==> src/rtl/nco_pkg.sv <==
package nco_pkg;
  typedef enum logic [1:0] {
    MV_HOLD = 2'd0,
    MV_UP   = 2'd1,
    MV_DOWN = 2'd2
  } move_e;
endpackage

==> src/rtl/nco_cadence.sv <==
module nco_cadence #(
  parameter int WR_TIME = 5
) (
  input  logic clk_i,
  input  logic rst_ni,
  output logic upd_o
);
  localparam int CW = (WR_TIME > 1) ? $clog2(WR_TIME) : 1;

  logic [CW-1:0] cnt_q;
  logic          last;

  assign last  = (cnt_q == CW'(WR_TIME - 1));
  assign upd_o = last;

  always_ff @(posedge clk_i or negedge rst_ni) begin
    if (!rst_ni)   cnt_q <= '0;
    else if (last) cnt_q <= '0;
    else           cnt_q <= cnt_q + 1'b1;
  end
endmodule

==> src/rtl/nco_sdm.sv <==
module nco_sdm
  import nco_pkg::*;
#(
  parameter int TUNE_W = 22
) (
  input  logic                     clk_i,
  input  logic                     rst_ni,
  input  logic                     upd_i,
  input  logic signed [TUNE_W-1:0] tune_i,
  output move_e                    move_o
);
  localparam int FW = TUNE_W - 1;

  logic [FW-1:0]   err_q;
  logic [TUNE_W:0] sum;
  logic            carry, borrow;

  // residue in [0,2^FW); sum sign bit = borrow, bit FW = carry
  assign sum    = {2'b00, err_q} + {tune_i[TUNE_W-1], tune_i};
  assign borrow = sum[TUNE_W];
  assign carry  = !sum[TUNE_W] && sum[FW];

  always_comb begin
    if (carry)       move_o = MV_DOWN;
    else if (borrow) move_o = MV_UP;
    else             move_o = MV_HOLD;
  end

  always_ff @(posedge clk_i or negedge rst_ni) begin
    if (!rst_ni)    err_q <= '0;
    else if (upd_i) err_q <= sum[FW-1:0];
  end
endmodule

==> src/rtl/nco_phase.sv <==
module nco_phase
  import nco_pkg::*;
#(
  parameter int ACC_W    = 8,
  parameter int PI_RES   = 248,
  parameter int STEP_W   = 4,
  parameter int MAX_STEP = 7
) (
  input  logic              clk_i,
  input  logic              rst_ni,
  input  logic              upd_i,
  input  move_e             move_i,
  input  logic [STEP_W-1:0] step_i,
  output logic [ACC_W-1:0]  phase_o
);
  localparam int SW = ACC_W + 1;

  logic [ACC_W-1:0]  phase_q, phase_d;
  logic [STEP_W-1:0] stp;
  logic [SW-1:0]     p_ext, s_ext, up_sum, dn_val;

  assign stp    = (step_i > STEP_W'(MAX_STEP)) ? STEP_W'(MAX_STEP) : step_i;
  assign p_ext  = {1'b0, phase_q};
  assign s_ext  = SW'(stp);
  assign up_sum = p_ext + s_ext;
  assign dn_val = (p_ext >= s_ext) ? (p_ext - s_ext) : (p_ext + SW'(PI_RES) - s_ext);

  always_comb begin
    unique case (move_i)
      MV_UP:   phase_d = (up_sum >= SW'(PI_RES)) ? ACC_W'(up_sum - SW'(PI_RES))
                                                 : ACC_W'(up_sum);
      MV_DOWN: phase_d = ACC_W'(dn_val);
      default: phase_d = phase_q;
    endcase
  end

  always_ff @(posedge clk_i or negedge rst_ni) begin
    if (!rst_ni)    phase_q <= '0;
    else if (upd_i) phase_q <= phase_d;
  end

  assign phase_o = phase_q;
endmodule

==> src/rtl/nco_wr_port.sv <==
module nco_wr_port #(
  parameter int              ACC_W   = 8,
  parameter int              ADDR_W  = 8,
  parameter int              DATA_W  = 16,
  parameter logic [ADDR_W-1:0] PI_ADDR = 8'h4C
) (
  input  logic              clk_i,
  input  logic              rst_ni,
  input  logic              upd_i,
  input  logic [ACC_W-1:0]  phase_i,
  input  logic              rdy_i,
  output logic              en_o,
  output logic              we_o,
  output logic [ADDR_W-1:0] addr_o,
  output logic [DATA_W-1:0] data_o
);
  logic             en_q, busy_q, pend_q;
  logic [ACC_W-1:0] code_q;

  always_ff @(posedge clk_i or negedge rst_ni) begin
    if (!rst_ni) begin
      en_q   <= 1'b0;
      busy_q <= 1'b0;
      pend_q <= 1'b0;
      code_q <= '0;
    end else begin
      en_q <= 1'b0;
      if (busy_q) begin
        if (rdy_i) busy_q <= 1'b0;
      end else if (pend_q) begin
        en_q   <= 1'b1;
        busy_q <= 1'b1;
        pend_q <= 1'b0;
        code_q <= phase_i;
      end
      // a new update always leaves a request; overrides the clear above
      if (upd_i) pend_q <= 1'b1;
    end
  end

  assign en_o   = en_q;
  assign we_o   = en_q;
  assign addr_o = PI_ADDR;

  generate
    if (DATA_W > ACC_W) begin : g_pad
      assign data_o = {{(DATA_W - ACC_W){1'b0}}, code_q};
    end else begin : g_cut
      assign data_o = code_q[DATA_W-1:0];
    end
  endgenerate
endmodule

==> src/rtl/sd_phase_nco.sv <==
module sd_phase_nco
  import nco_pkg::*;
#(
  parameter int                TUNE_W   = 22,
  parameter int                ACC_W    = 8,
  parameter int                PI_RES   = 248,
  parameter int                WR_TIME  = 5,
  parameter int                STEP_W   = 4,
  parameter int                MAX_STEP = 7,
  parameter int                ADDR_W   = 8,
  parameter int                DATA_W   = 16,
  parameter logic [ADDR_W-1:0] PI_ADDR  = 8'h4C
) (
  input  logic                     clk_i,
  input  logic                     rst_ni,
  input  logic signed [TUNE_W-1:0] tune_i,
  input  logic [STEP_W-1:0]        step_i,
  input  logic                     wr_rdy_i,
  output logic                     wr_en_o,
  output logic                     wr_we_o,
  output logic [ADDR_W-1:0]        wr_addr_o,
  output logic [DATA_W-1:0]        wr_data_o,
  output logic [ACC_W-1:0]         phase_o,
  output logic                     upd_o
);
  logic  upd;
  move_e move;

  nco_cadence #(.WR_TIME(WR_TIME)) i_cadence (
    .clk_i (clk_i),
    .rst_ni(rst_ni),
    .upd_o (upd)
  );

  nco_sdm #(.TUNE_W(TUNE_W)) i_sdm (
    .clk_i (clk_i),
    .rst_ni(rst_ni),
    .upd_i (upd),
    .tune_i(tune_i),
    .move_o(move)
  );

  nco_phase #(
    .ACC_W(ACC_W), .PI_RES(PI_RES), .STEP_W(STEP_W), .MAX_STEP(MAX_STEP)
  ) i_phase (
    .clk_i  (clk_i),
    .rst_ni (rst_ni),
    .upd_i  (upd),
    .move_i (move),
    .step_i (step_i),
    .phase_o(phase_o)
  );

  nco_wr_port #(
    .ACC_W(ACC_W), .ADDR_W(ADDR_W), .DATA_W(DATA_W), .PI_ADDR(PI_ADDR)
  ) i_wr_port (
    .clk_i  (clk_i),
    .rst_ni (rst_ni),
    .upd_i  (upd),
    .phase_i(phase_o),
    .rdy_i  (wr_rdy_i),
    .en_o   (wr_en_o),
    .we_o   (wr_we_o),
    .addr_o (wr_addr_o),
    .data_o (wr_data_o)
  );

  assign upd_o = upd;
endmodule

==> config.mk <==
export PLATFORM = sky130hd
export DESIGN_NAME = sd_phase_nco
export DESIGN_NICKNAME = d
export VERILOG_FILES = /design/src/rtl/nco_pkg.sv /design/src/rtl/nco_cadence.sv /design/src/rtl/nco_sdm.sv /design/src/rtl/nco_phase.sv /design/src/rtl/nco_wr_port.sv /design/src/rtl/sd_phase_nco.sv
export SDC_FILE = /design/constraint.sdc
export NUM_CORES = 1
export LEC_CHECK = 0
export BUFFER_PORTS_ARGS = -buffer_cell sky130_fd_sc_hd__buf_4
export CORE_MARGIN = 3
export CORE_UTILIZATION = 53
export DETAILED_ROUTE_END_ITERATION = 12
export GPL_TIMING_DRIVEN = 0
export PLACE_DENSITY = 0.73
export SYNTH_ARGS = -nofsm -noshare
export SYNTH_HDL_FRONTEND = slang
export SYNTH_SLANG_ARGS = --single-unit
==> constraint.sdc <==
create_clock -name clk_i -period 4.5 [get_ports clk_i]
set_input_delay 0.675 -clock clk_i [delete_from_list [all_inputs] [get_ports clk_i]]
set_output_delay 0.675 -clock clk_i [all_outputs]
set_load 0.05 [all_outputs]
==> metrics.yaml <==
route:
  route.met2.wl_um: 4090
  wl_met1_um: 4160
  drtIter0Drc: 175
  wl_per_cell_um: 14.6
  ant_nets: 0
  num_vias: 3238
  via_per_inst: 5.41
  highest_layer: "met4"
  route.detailed.drc: 0
  wirelength_um: 8730
  first_pass_iters: 4
  wl_met3_um: 384
clock_network:
  clkSinkCount: 43
  cts.repair.resized: 0
  root_buffer: "clkbuf_8"
  cts_setup_buffers: 0
  clock_latency_ns: 0.30
  htreeDepth: 2
  cts_tree: "built"
  clockBufferDepth: 2
  path_clk_slew_ns: 0.09
  cts_buffers: 5
  ctsHoldBuffers: 0
synth:
  synth_top_family_by_area: "compound AO/OA/AOI/OAI gates"
  synth-simple-area-share: 0.173
  synth.ff_latch_count: 43
  ys_seq_area_frac: 0.279
  synth_edf_count: 0
  synth_flop_cell: "dfrtp_1"
  synth_area_um2: 3850
  synthAdderAreaFrac: 0.154
  yosys-top-cells-count: "47 x nand2_1, 43 x dfrtp_1, 38 x ha_1, 31 x o21ai_0, 28 x inv_1"
  synth_most_common_cell: "nand2_1"
  synth_top_area_share: 0.279
  synth_xor_area_frac: 0.0500
  synth_top_cell_by_area: "dfrtp_1"
  synth-async-reset-ratio: 1.00
  syn_inst: 430
  synth_compound_area_frac: 0.234
  ys_warn_count: 0
  ys_types: 74
  muxShareOfSynthArea: 0.0282
  synth_area_leaders: "dfrtp_1 28%, ha_1 12%, nand2_1 4.6%, o21ai_0 4.0%, a21oi_1 3.4%"
  avgSynthCellArea_um2: 8.96
sta:
  setup_viol: 0
  relSlewSlack: 0.606
  final.setup_skew_ns: 0.00900
  fin_tns_setup_ns: 0
  finalHoldViolCount: 0
  rsz0062_at_grt: "false"
  max_freq_mhz: 284
  drv_slew: 0
  period_share: 0.783
  min_period_ns: 3.53
  tightest_slew_ns: 0.590
  setup_slack_ns: 0.974
hold_path:
  hp-class: "input port to asynchronous set/reset pin"
pwr:
  p_leak_nw: 2.07
  vdd_ir_drop_max_mv: 0.364
  total_power_mw: 3.20
  power_density_nw_per_um2: 709
worst_setup_path:
  worstSetupEndpointType: "flop"
  critical_path_class: "input port to flop"
  crit_path_max_fanout: 4
  critPathRequiredTime_ns: 4.66
  rr_endpoint: "i_phase.phase_o[5]$_DFFE_PN0P_"
  r2r_cells: 13
  r2r_start: "i_phase.phase_o[3]$_DFFE_PN0P_"
  r2r_slack_ns: 1.30
  critPathArrivalTime_ns: 3.68
  worstSetupStartpointType: "input port"
floorplan:
  die_x_um: 91.3
  die_h_um: 91.3
  start_util: 0.558
  fp.dieArea_um2: 8330
  ios: 64
  rows: 30
  core_um2: 6910
final_layout:
  area_growth_pct: 17.2
  drive_above_1_share: 0.217
  utilization: 0.654
  diodes: 0
  nets: 575
  fin_cells: 599
place:
  globalplace.congestion: 0.862
  dp.cells: 591
  dp_slack_ns: 0.742
  hpwl_um: 6890
  portBuffers: 47
flow_run:
  drv_cap: 0
global_routing:
  grt_start_max_net_pins: 44
  grt-ovfl-total: 0
  grt_usage: 0.221
  grt_antenna_before_repair: 0
  grt_pass1_wl_um: 15100
  grt_pass1_vias: 3169
run_status:
  outcome: "finished, final reports clean"
[cells by family (layout without fill, tap and decap cells)]
kind of cell / count (synthesis) / count (layout)
compound gates: 127 / 127
simple gates: 126 / 126
buf+inv: 56 / 111
fa+ha+maj: 44 / 44
flops: 43 / 43
xor+xnor: 22 / 22
mux: 10 / 10
other cells: 2 / 20
[placed cells by master (no fill, tap or decap), types with 3 or more instances in the layout]
cell type / count
buf_4: 64
nand2_1: 47
dfrtp_1: 43
ha_1: 38
o21ai_0: 31
inv_1: 28
a21oi_1: 26
nor2_1: 20
conb_1: 20
nand3_1: 14
xnor2_1: 12
xor2_1: 10
a21o_1: 8
clkbuf_8: 8
o21a_1: 8
mux2_2: 7
nand4_1: 7
fa_1: 6
nand2b_1: 5
o21bai_1: 5
nor3_1: 5
clkbuf_1: 4
o2111ai_1: 4
o211ai_1: 4
a211oi_1: 4
o31ai_1: 4
or2_2: 3
nand3b_1: 3
a31oi_1: 3
a211oi_2: 3
mux2i_1: 3
[layout make-up]
class | instances | area (µm²)
sequential | 43 | 1080
inverter | 28 | 105
timing repair buffer | 47 | 353
clock inverter | 2 | 38.8
multi-input combinational | 349 | 2540
clock buffer | 6 | 82.6
buffer | 28 | 203
fill | 592 | 2390
tap | 96 | 120
[flip-flops by register name (all words and copies together), names as in the netlist]
register and cells:
i_wr_port.code_q 8, i_phase.phase_o 8, i_wr_port.busy_q 1, i_wr_port.en_o 1, i_cadence.cnt_q 3, i_wr_port.pend_q 1, i_sdm.err_q 21
[report_power, final]
part	switching (mW)	internal, mW
Clock	0.145	0.183
Combinational	1.29	0.908
Sequential	0.119	0.557
[metrics by stage]
step / hold slack [ns] / cell area, µm²
after CTS: 0.371 / 4520
after global routing: 0.380 / 4520
after global placement: 0.443 / 4400
after detailed placement: 0.450 / 4400
final: 0.353 / 4520
after floorplan: 0.379 / 3920
[worst max-delay path by stage]
stage               from                        endpoint  cells past startpoint  slack, ns
2_1_floorplan  step_i[3]  i_phase.phase_o[4]$_DFFE_PN0P_                     14       1.20
3_3_place_gp   step_i[3]  i_phase.phase_o[4]$_DFFE_PN0P_                     15       0.82
3_5_place_dp   step_i[3]  i_phase.phase_o[5]$_DFFE_PN0P_                     15       0.74
4_1_cts        step_i[3]  i_phase.phase_o[5]$_DFFE_PN0P_                     15       1.04
5_1_grt        step_i[3]  i_phase.phase_o[5]$_DFFE_PN0P_                     15       0.77
6_report       step_i[3]  i_phase.phase_o[5]$_DFFE_PN0P_                     15       0.97
[per-layer routing]
| layer | vias to the layer above | track usage |
|---|---|---|
| met2 | 69 | 0.356 |
| met1 | 1511 | 0.305 |
| met5 | - | 0 |
| met3 | 10 | 0.0431 |
| met4 | 0 | 0.0503 |
| li1 | 1648 | - |
[critical path, stage by stage]
cell and delay [ns]:
buf_4 0.11, or2_2 0.30, ha_1 0.24, fa_1 0.42
nand3b_1 0.16, a31oi_1 0.14, nor2_1 0.15, ha_1 0.19
nand2_1 0.06, mux2i_1 0.27, a221oi_2 0.07, nor3b_1 0.37
a2111oi_0 0.13, a41oi_1 0.23, o2111ai_1 0.15
No activity file was read; power rests on OpenSTA's default activity.
